## src/rtl/ii_pkg.sv

```systemverilog
package ii_pkg;

    localparam int PIX_W = 8;

    typedef struct packed {
        logic sof;
        logic sol;
    } ii_mark_t;

    function automatic int ii_addr_bits(input int depth);
        return (depth > 1) ? $clog2(depth) : 1;
    endfunction

endpackage

```

## src/rtl/ii_raster_ctrl.sv

```systemverilog
module ii_raster_ctrl
    import ii_pkg::*;
#(
    parameter int IMG_W  = 128,
    parameter int ADDR_W = 6
) (
    input  logic              clk,
    input  logic              rst_n,
    input  logic              pix_valid,
    input  logic              pix_sof,
    input  logic              pix_sol,
    input  logic [2*PIX_W-1:0] pix_pair,
    output logic              rd_en,
    output logic [ADDR_W-1:0] rd_addr,
    output logic              s1_vld,
    output ii_mark_t          s1_mark,
    output logic              s1_first,
    output logic [ADDR_W-1:0] s1_addr,
    output logic [PIX_W-1:0]  s1_pix_even,
    output logic [PIX_W-1:0]  s1_pix_odd
);

    localparam int PAIRS = IMG_W / 2;

    typedef struct packed {
        logic [ADDR_W-1:0] col;
        logic              first;
        logic              vld;
        ii_mark_t          mark;
        logic              s_first;
        logic [ADDR_W-1:0] addr;
        logic [PIX_W-1:0]  pe;
        logic [PIX_W-1:0]  po;
    } ctrl_t;

    ctrl_t st_d, st_q;
    logic              line_start;
    logic [ADDR_W-1:0] cur_addr;
    logic              cur_first;

    always_comb begin
        line_start = pix_sof | pix_sol;
        cur_addr   = line_start ? '0 : st_q.col;
        cur_first  = pix_sof ? 1'b1 : (pix_sol ? 1'b0 : st_q.first);

        st_d     = st_q;
        st_d.vld = pix_valid;
        if (pix_valid) begin
            st_d.col      = (int'(cur_addr) == PAIRS - 1) ? '0 : cur_addr + 1'b1;
            st_d.first    = cur_first;
            st_d.mark.sof = pix_sof;
            st_d.mark.sol = line_start;
            st_d.s_first  = cur_first;
            st_d.addr     = cur_addr;
            st_d.pe       = pix_pair[PIX_W-1:0];
            st_d.po       = pix_pair[2*PIX_W-1:PIX_W];
        end
    end

    always_ff @(posedge clk or negedge rst_n) begin
        if (!rst_n) begin
            st_q <= '0;
        end else begin
            st_q <= st_d;
        end
    end

    assign rd_en       = pix_valid;
    assign rd_addr     = cur_addr;
    assign s1_vld      = st_q.vld;
    assign s1_mark     = st_q.mark;
    assign s1_first    = st_q.s_first;
    assign s1_addr     = st_q.addr;
    assign s1_pix_even = st_q.pe;
    assign s1_pix_odd  = st_q.po;

endmodule

```

## src/rtl/ii_line_buf.sv

```systemverilog
module ii_line_buf #(
    parameter int DEPTH  = 64,
    parameter int WORD_W = 15,
    parameter int ADDR_W = 6
) (
    input  logic                   clk,
    input  logic                   rd_en,
    input  logic [ADDR_W-1:0]      rd_addr,
    input  logic                   wr_en,
    input  logic [ADDR_W-1:0]      wr_addr,
    input  logic [1:0][WORD_W-1:0] wr_data,
    output logic [1:0][WORD_W-1:0] rd_data
);

    for (genvar lane = 0; lane < 2; lane++) begin : g_lane
        logic [WORD_W-1:0] mem [DEPTH];
        logic [WORD_W-1:0] rd_q;

        always_ff @(posedge clk) begin
            if (wr_en) begin
                mem[wr_addr] <= wr_data[lane];
            end
            if (rd_en) begin
                if (wr_en && (wr_addr == rd_addr)) begin
                    rd_q <= wr_data[lane];
                end else begin
                    rd_q <= mem[rd_addr];
                end
            end
        end

        assign rd_data[lane] = rd_q;
    end

endmodule

```

## src/rtl/ii_col_update.sv

```systemverilog
module ii_col_update
    import ii_pkg::*;
#(
    parameter int CS_W   = 11,
    parameter int ADDR_W = 6
) (
    input  logic                   clk,
    input  logic                   rst_n,
    input  logic                   s1_vld,
    input  ii_mark_t               s1_mark,
    input  logic                   s1_first,
    input  logic [ADDR_W-1:0]      s1_addr,
    input  logic [PIX_W-1:0]       s1_pix_even,
    input  logic [PIX_W-1:0]       s1_pix_odd,
    input  logic [1:0][CS_W-1:0]   prev_sum,
    output logic                   wr_en,
    output logic [ADDR_W-1:0]      wr_addr,
    output logic [1:0][CS_W-1:0]   wr_data,
    output logic                   s2_vld,
    output ii_mark_t               s2_mark,
    output logic [CS_W-1:0]        s2_col_even,
    output logic [CS_W-1:0]        s2_col_odd
);

    typedef struct packed {
        logic            vld;
        ii_mark_t        mark;
        logic [CS_W-1:0] ce;
        logic [CS_W-1:0] co;
    } col_t;

    col_t st_d, st_q;
    logic [CS_W-1:0] base_e, base_o, sum_e, sum_o;

    always_comb begin
        base_e = s1_first ? '0 : prev_sum[0];
        base_o = s1_first ? '0 : prev_sum[1];
        sum_e  = base_e + CS_W'(s1_pix_even);
        sum_o  = base_o + CS_W'(s1_pix_odd);

        st_d     = st_q;
        st_d.vld = s1_vld;
        if (s1_vld) begin
            st_d.mark = s1_mark;
            st_d.ce   = sum_e;
            st_d.co   = sum_o;
        end
    end

    always_ff @(posedge clk or negedge rst_n) begin
        if (!rst_n) begin
            st_q <= '0;
        end else begin
            st_q <= st_d;
        end
    end

    assign wr_en       = s1_vld;
    assign wr_addr     = s1_addr;
    assign wr_data     = {sum_o, sum_e};
    assign s2_vld      = st_q.vld;
    assign s2_mark     = st_q.mark;
    assign s2_col_even = st_q.ce;
    assign s2_col_odd  = st_q.co;

endmodule

```

## src/rtl/ii_row_accum.sv

```systemverilog
module ii_row_accum
    import ii_pkg::*;
#(
    parameter int CS_W = 11,
    parameter int II_W = 22
) (
    input  logic            clk,
    input  logic            rst_n,
    input  logic            s2_vld,
    input  ii_mark_t        s2_mark,
    input  logic [CS_W-1:0] s2_col_even,
    input  logic [CS_W-1:0] s2_col_odd,
    output logic            out_valid,
    output logic            out_sof,
    output logic            out_sol,
    output logic [II_W-1:0] out_ii_even,
    output logic [II_W-1:0] out_ii_odd
);

    typedef struct packed {
        logic [II_W-1:0] acc;
        logic            vld;
        ii_mark_t        mark;
        logic [II_W-1:0] ie;
        logic [II_W-1:0] io;
    } acc_t;

    acc_t st_d, st_q;
    logic [II_W-1:0] run_base, val_e, val_o;

    always_comb begin
        run_base = s2_mark.sol ? '0 : st_q.acc;
        val_e    = run_base + II_W'(s2_col_even);
        val_o    = val_e + II_W'(s2_col_odd);

        st_d     = st_q;
        st_d.vld = s2_vld;
        if (s2_vld) begin
            st_d.acc  = val_o;
            st_d.mark = s2_mark;
            st_d.ie   = val_e;
            st_d.io   = val_o;
        end
    end

    always_ff @(posedge clk or negedge rst_n) begin
        if (!rst_n) begin
            st_q <= '0;
        end else begin
            st_q <= st_d;
        end
    end

    assign out_valid   = st_q.vld;
    assign out_sof     = st_q.vld & st_q.mark.sof;
    assign out_sol     = st_q.vld & st_q.mark.sol;
    assign out_ii_even = st_q.ie;
    assign out_ii_odd  = st_q.io;

endmodule

```

## src/rtl/ii_pair_engine.sv

```systemverilog
module ii_pair_engine
    import ii_pkg::*;
#(
    parameter int IMG_W = 128,
    parameter int IMG_H = 96,
    localparam int II_W = $clog2(IMG_W * IMG_H * 255 + 1)
) (
    input  logic              clk,
    input  logic              rst_n,
    input  logic              pix_valid,
    input  logic              pix_sof,
    input  logic              pix_sol,
    input  logic [15:0]       pix_pair,
    output logic              out_valid,
    output logic              out_sof,
    output logic              out_sol,
    output logic [II_W-1:0]   out_ii_even,
    output logic [II_W-1:0]   out_ii_odd
);

    localparam int PAIRS  = IMG_W / 2;
    localparam int ADDR_W = ii_addr_bits(PAIRS);
    localparam int CS_W   = $clog2(IMG_H * 255 + 1);

    logic                 lb_rd_en;
    logic [ADDR_W-1:0]    lb_rd_addr;
    logic                 lb_wr_en;
    logic [ADDR_W-1:0]    lb_wr_addr;
    logic [1:0][CS_W-1:0] lb_wr_data;
    logic [1:0][CS_W-1:0] lb_rd_data;

    logic              s1_vld, s1_first;
    ii_mark_t          s1_mark;
    logic [ADDR_W-1:0] s1_addr;
    logic [PIX_W-1:0]  s1_pix_even, s1_pix_odd;

    logic              s2_vld;
    ii_mark_t          s2_mark;
    logic [CS_W-1:0]   s2_col_even, s2_col_odd;

    ii_raster_ctrl #(.IMG_W(IMG_W), .ADDR_W(ADDR_W)) u_ctrl (
        .clk(clk), .rst_n(rst_n),
        .pix_valid(pix_valid), .pix_sof(pix_sof), .pix_sol(pix_sol), .pix_pair(pix_pair),
        .rd_en(lb_rd_en), .rd_addr(lb_rd_addr),
        .s1_vld(s1_vld), .s1_mark(s1_mark), .s1_first(s1_first), .s1_addr(s1_addr),
        .s1_pix_even(s1_pix_even), .s1_pix_odd(s1_pix_odd)
    );

    ii_line_buf #(.DEPTH(PAIRS), .WORD_W(CS_W), .ADDR_W(ADDR_W)) u_lbuf (
        .clk(clk),
        .rd_en(lb_rd_en), .rd_addr(lb_rd_addr),
        .wr_en(lb_wr_en), .wr_addr(lb_wr_addr), .wr_data(lb_wr_data),
        .rd_data(lb_rd_data)
    );

    ii_col_update #(.CS_W(CS_W), .ADDR_W(ADDR_W)) u_col (
        .clk(clk), .rst_n(rst_n),
        .s1_vld(s1_vld), .s1_mark(s1_mark), .s1_first(s1_first), .s1_addr(s1_addr),
        .s1_pix_even(s1_pix_even), .s1_pix_odd(s1_pix_odd),
        .prev_sum(lb_rd_data),
        .wr_en(lb_wr_en), .wr_addr(lb_wr_addr), .wr_data(lb_wr_data),
        .s2_vld(s2_vld), .s2_mark(s2_mark), .s2_col_even(s2_col_even), .s2_col_odd(s2_col_odd)
    );

    ii_row_accum #(.CS_W(CS_W), .II_W(II_W)) u_acc (
        .clk(clk), .rst_n(rst_n),
        .s2_vld(s2_vld), .s2_mark(s2_mark), .s2_col_even(s2_col_even), .s2_col_odd(s2_col_odd),
        .out_valid(out_valid), .out_sof(out_sof), .out_sol(out_sol),
        .out_ii_even(out_ii_even), .out_ii_odd(out_ii_odd)
    );

endmodule

```

## config.mk

```make
export PLATFORM = sky130hd
export DESIGN_NAME = ii_pair_engine
export DESIGN_NICKNAME = d
export VERILOG_FILES = /design/src/rtl/ii_pkg.sv /design/src/rtl/ii_raster_ctrl.sv /design/src/rtl/ii_line_buf.sv /design/src/rtl/ii_col_update.sv /design/src/rtl/ii_row_accum.sv /design/src/rtl/ii_pair_engine.sv
export SDC_FILE = /design/constraint.sdc
export NUM_CORES = 2
export LEC_CHECK = 0
export BUFFER_PORTS_ARGS = -buffer_cell sky130_fd_sc_hd__buf_2
export CAP_MARGIN = 20
export CELL_PAD_IN_SITES_DETAIL_PLACEMENT = 1
export CELL_PAD_IN_SITES_GLOBAL_PLACEMENT = 1
export CORE_MARGIN = 2
export CORE_UTILIZATION = 55
export CTS_CLUSTER_SIZE = 20
export DETAILED_ROUTE_END_ITERATION = 8
export PLACE_DENSITY_LB_ADDON = 0.1
export SLEW_MARGIN = 25
export SYNTH_ARGS = -nofsm -noshare
export SYNTH_HDL_FRONTEND = slang
export SYNTH_HIERARCHICAL = 1
export SYNTH_SLANG_ARGS = --single-unit
```

## constraint.sdc

```tcl
create_clock -name clk -period 7.32 [get_ports clk]
set_clock_uncertainty 0.2 [all_clocks]
set_input_delay 0.366 -clock clk [delete_from_list [all_inputs] [get_ports clk]]
set_output_delay 0.366 -clock clk [all_outputs]
set_load 0.05 [all_outputs]
```

==> flow_metrics.py <==
metrics = {
    "run_status": {
        "status": "complete, no violations",
    },
    "clock_tree": {
        "cts_buffers": 206,
        "cts.hold.buffers_added": 39,
        "postCtsSetupBuffers": 0,
        "insertion_delay_ns": 0.84,
        "cts_buffer_depth": 3,
        "cts_resized": 0,
        "cts_tree": "done",
        "cts_num_sinks": 2062,
        "htreeDepth": 4,
        "cts-root-buf": "clkbuf_16",
        "path_clk_slew_ns": 0.06,
    },
    "final_layout": {
        "layout_common_cells": "edfxtp_1, mux2i_1, a22oi_1",
        "syn2layout_area_growth_pct": 12.3,
        "final_common_cell": "edfxtp_1",
        "drive_above_1_share_pct": 17.2,
        "fin_nets": 4914,
        "fin_util_pct": 62.3,
    },
    "worst_setup_path": {
        "worstPathMaxFanout": 18,
        "cp_cell_sequence": "buf_4 > nor2b_1 > ha_1 > inv_1 > fa_1 > nor2b_1 > o31a_2 > nor2_1 > nor2_1 > nor2_1 > xnor2_1 > ha_1 > o21a_1 > o2111ai_1 > o31a_1 > o211ai_1 > nor4b_2 > xnor2_1 > mux2_2",
        "critPathMaxStageDelay_ns": 0.57,
        "critPathLaunchType": "register",
        "critPathArrivalTime_ns": 5.61,
        "critPathKind": "register to register",
        "critical_path_required_ns": 7.82,
        "endpoint_kind": "register",
        "cp_slowest_cell": "o211ai_1",
        "cp_common_cell": "nor2_1",
    },
    "placement": {
        "place_hpwl_um": 134000,
        "gp_congestion": 0.839,
        "io_buffers": 67,
    },
    "drt": {
        "wl_um": 239000,
        "drtIter0Drc": 5030,
        "drc": 0,
        "vias": 46200,
        "vias_per_cell": 6.56,
        "ant_nets": 0,
        "routedWlPerCell_um": 34.0,
        "drtPass1Iterations": 5,
    },
    "synth": {
        "synthTopCellsByArea": "edfxtp_1, mux2i_1, mux4_2",
        "synth_nets": 4782,
        "ys_ff_latch": 2062,
        "synth_ff_type": "edfxtp_1",
        "yosysSeqAreaShare_pct": 73.5,
        "synthesis.area_um2": 83400,
        "synth_edf_count": 1950,
        "synth_warnings": 6,
        "synth_top_cell_area_share_pct": 70.2,
        "async_flop_share_pct": 5.43,
        "synth_cell_types": 88,
        "syn_inst": 4710,
        "avgSynthCellArea_um2": 17.7,
        "synth_area_leader_cell": "edfxtp_1",
    },
    "global_routing": {
        "gr-max-usage-layer": "met2",
        "grt_max_degree": 103,
        "gr-total-overflow": 0,
        "use_met1_pct": 43.0,
        "grt_pass1_vias": 48200,
        "grt_use_total_pct": 30.8,
        "antenna_found_initial": 18,
        "use_met2_pct": 48.9,
        "grtUsageMet3_pct": 6.27,
        "grt_first_pass_wirelength_um": 343000,
    },
    "power": {
        "total_power_uw": 28500,
        "ir_drop_uv": 215,
        "p_per_area_nw_per_um2": 304,
        "power.leakage_uw": 0.0292,
    },
    "die": {
        "core_um2": 150000,
        "initial_utilization_pct": 55.5,
        "die_w_um": 394,
        "num_io_pins": 68,
        "die_area_um2": 155000,
        "die_h_um": 394,
        "num_rows": 142,
    },
    "sta": {
        "setup_tns_ns": 0,
        "max_freq_mhz": 196,
        "tightest_slew_ns": 1.06,
        "rsz0062_at_grt": "no",
        "hold_violations": 0,
        "slew_violations": 0,
        "min_period_over_period_pct": 69.8,
        "setup_viol": 0,
        "period_minus_slack_ns": 5.11,
        "slew_headroom_pct": 29.6,
    },
    "worst_hold_path": {
        "hp-class": "register to register",
    },
    "flow_run": {
        "drv_cap": 0,
    },
}
-- power breakdown --
part	switching (uW)	internal, uW
Clock	4430	5960
Sequential	291	14000
Combinational	2830	991
Total	7550	21000
-- registers in the layout, summed over array words and instances (netlist names), 8 cells and up --
register	flops
u_lbuf/g_lane.rd_q	30
u_acc/st_q	24
u_acc/out_ii_even	22
u_lbuf/g_lane.mem	1920
u_ctrl/s1_pix_even	8
u_col/s2_col_even	15
u_ctrl/s1_pix_odd	8
u_col/s2_col_odd	15
-- critical path: cells and delay by family (launching register included) --
| kind | cells | cell delay (ns) |
|---|---|---|
| compound gates | 5 | 1.54 |
| mux | 1 | 0.26 |
| flops | 1 | 0.52 |
| buf+inv | 2 | 0.35 |
| simple gates | 6 | 0.87 |
| fa+ha+maj | 3 | 0.98 |
| xor+xnor | 2 | 0.24 |
-- synthesized netlist by cell type (all sizes together) (42+ instances only) --
cell and count:
nor2 122, nand3 149, a22oi 379, a21oi 101
dfrtp 112, nand4 42, clkbuf 75, edfxtp 1950
mux2 81, nor2b 51, mux2i 762, nand2 135
mux4 132, buf 264, ha 47
-- area by class of cell --
type                       count  area (um2)
sequential                  2062       61400
fill                       12800       56600
multi-input combinational   2289       21000
clock buffer                 264        5500
tap                         2016        2520
timing repair buffer         263        2130
clock inverter               114        1120
inverter                      20        82.6
antenna                       12        30.0
-- stage by stage --
| step | worst slack, ns | std cells | hold slack (ns) | cell area, um2 |
|---|---|---|---|---|
| 2_1_floorplan | 1.85 | 4710 | -0.130 | 83400 |
| 4_1_cts | 2.20 | 7027 | 0.299 | 93600 |
| 3_3_place_gp | 2.33 | 6607 | 0.230 | 86500 |
| 3_5_place_dp | 2.26 | 6610 | 0.233 | 86600 |
| 5_1_grt | 1.88 | 7029 | 0.315 | 93700 |
| 6_report | 2.21 | 7040 | 0.308 | 93700 |
-- cell families (layout without fill, tap and decap cells) --
logic type	after synthesis	after routing	share of synthesized area (%)
xor+xnor	60	60	0.661
simple gates	568	568	3.36
fa+ha+maj	51	51	0.801
buf+inv	359	661	2.32
other cells	0	12	0
compound gates	635	635	5.52
mux	975	975	13.8
flops	2062	2062	73.5
-- path summary, 6_finish.rpt --
check                           depth (start not counted)  slack (ns)                   end                 start
worst min-delay path                                    1        0.31  u_acc/out_ii_even[0]  u_acc/out_ii_even[0]
worst max-delay path                                   19        2.21        u_acc/st_q[64]      u_col/s2_mark[0]
max in group asynchronous                               4        5.50          u_col/s2_vld                 rst_n
worst max register to register                         19        2.21        u_acc/st_q[64]      u_col/s2_mark[0]
worst min register to register                          1        0.31  u_acc/out_ii_even[0]  u_acc/out_ii_even[0]
min in group asynchronous                               4        0.46        u_acc/st_q[50]                 rst_n
-- routing by layer --
layer  share of wire, %  vias to the layer above
met5              0.014                        -
met4                3.2                        4
met3                9.0                      389
met2                 47                     2088
met1                 40                    24600
li1                   -                    19100
(Power assumes the default switching activity.)
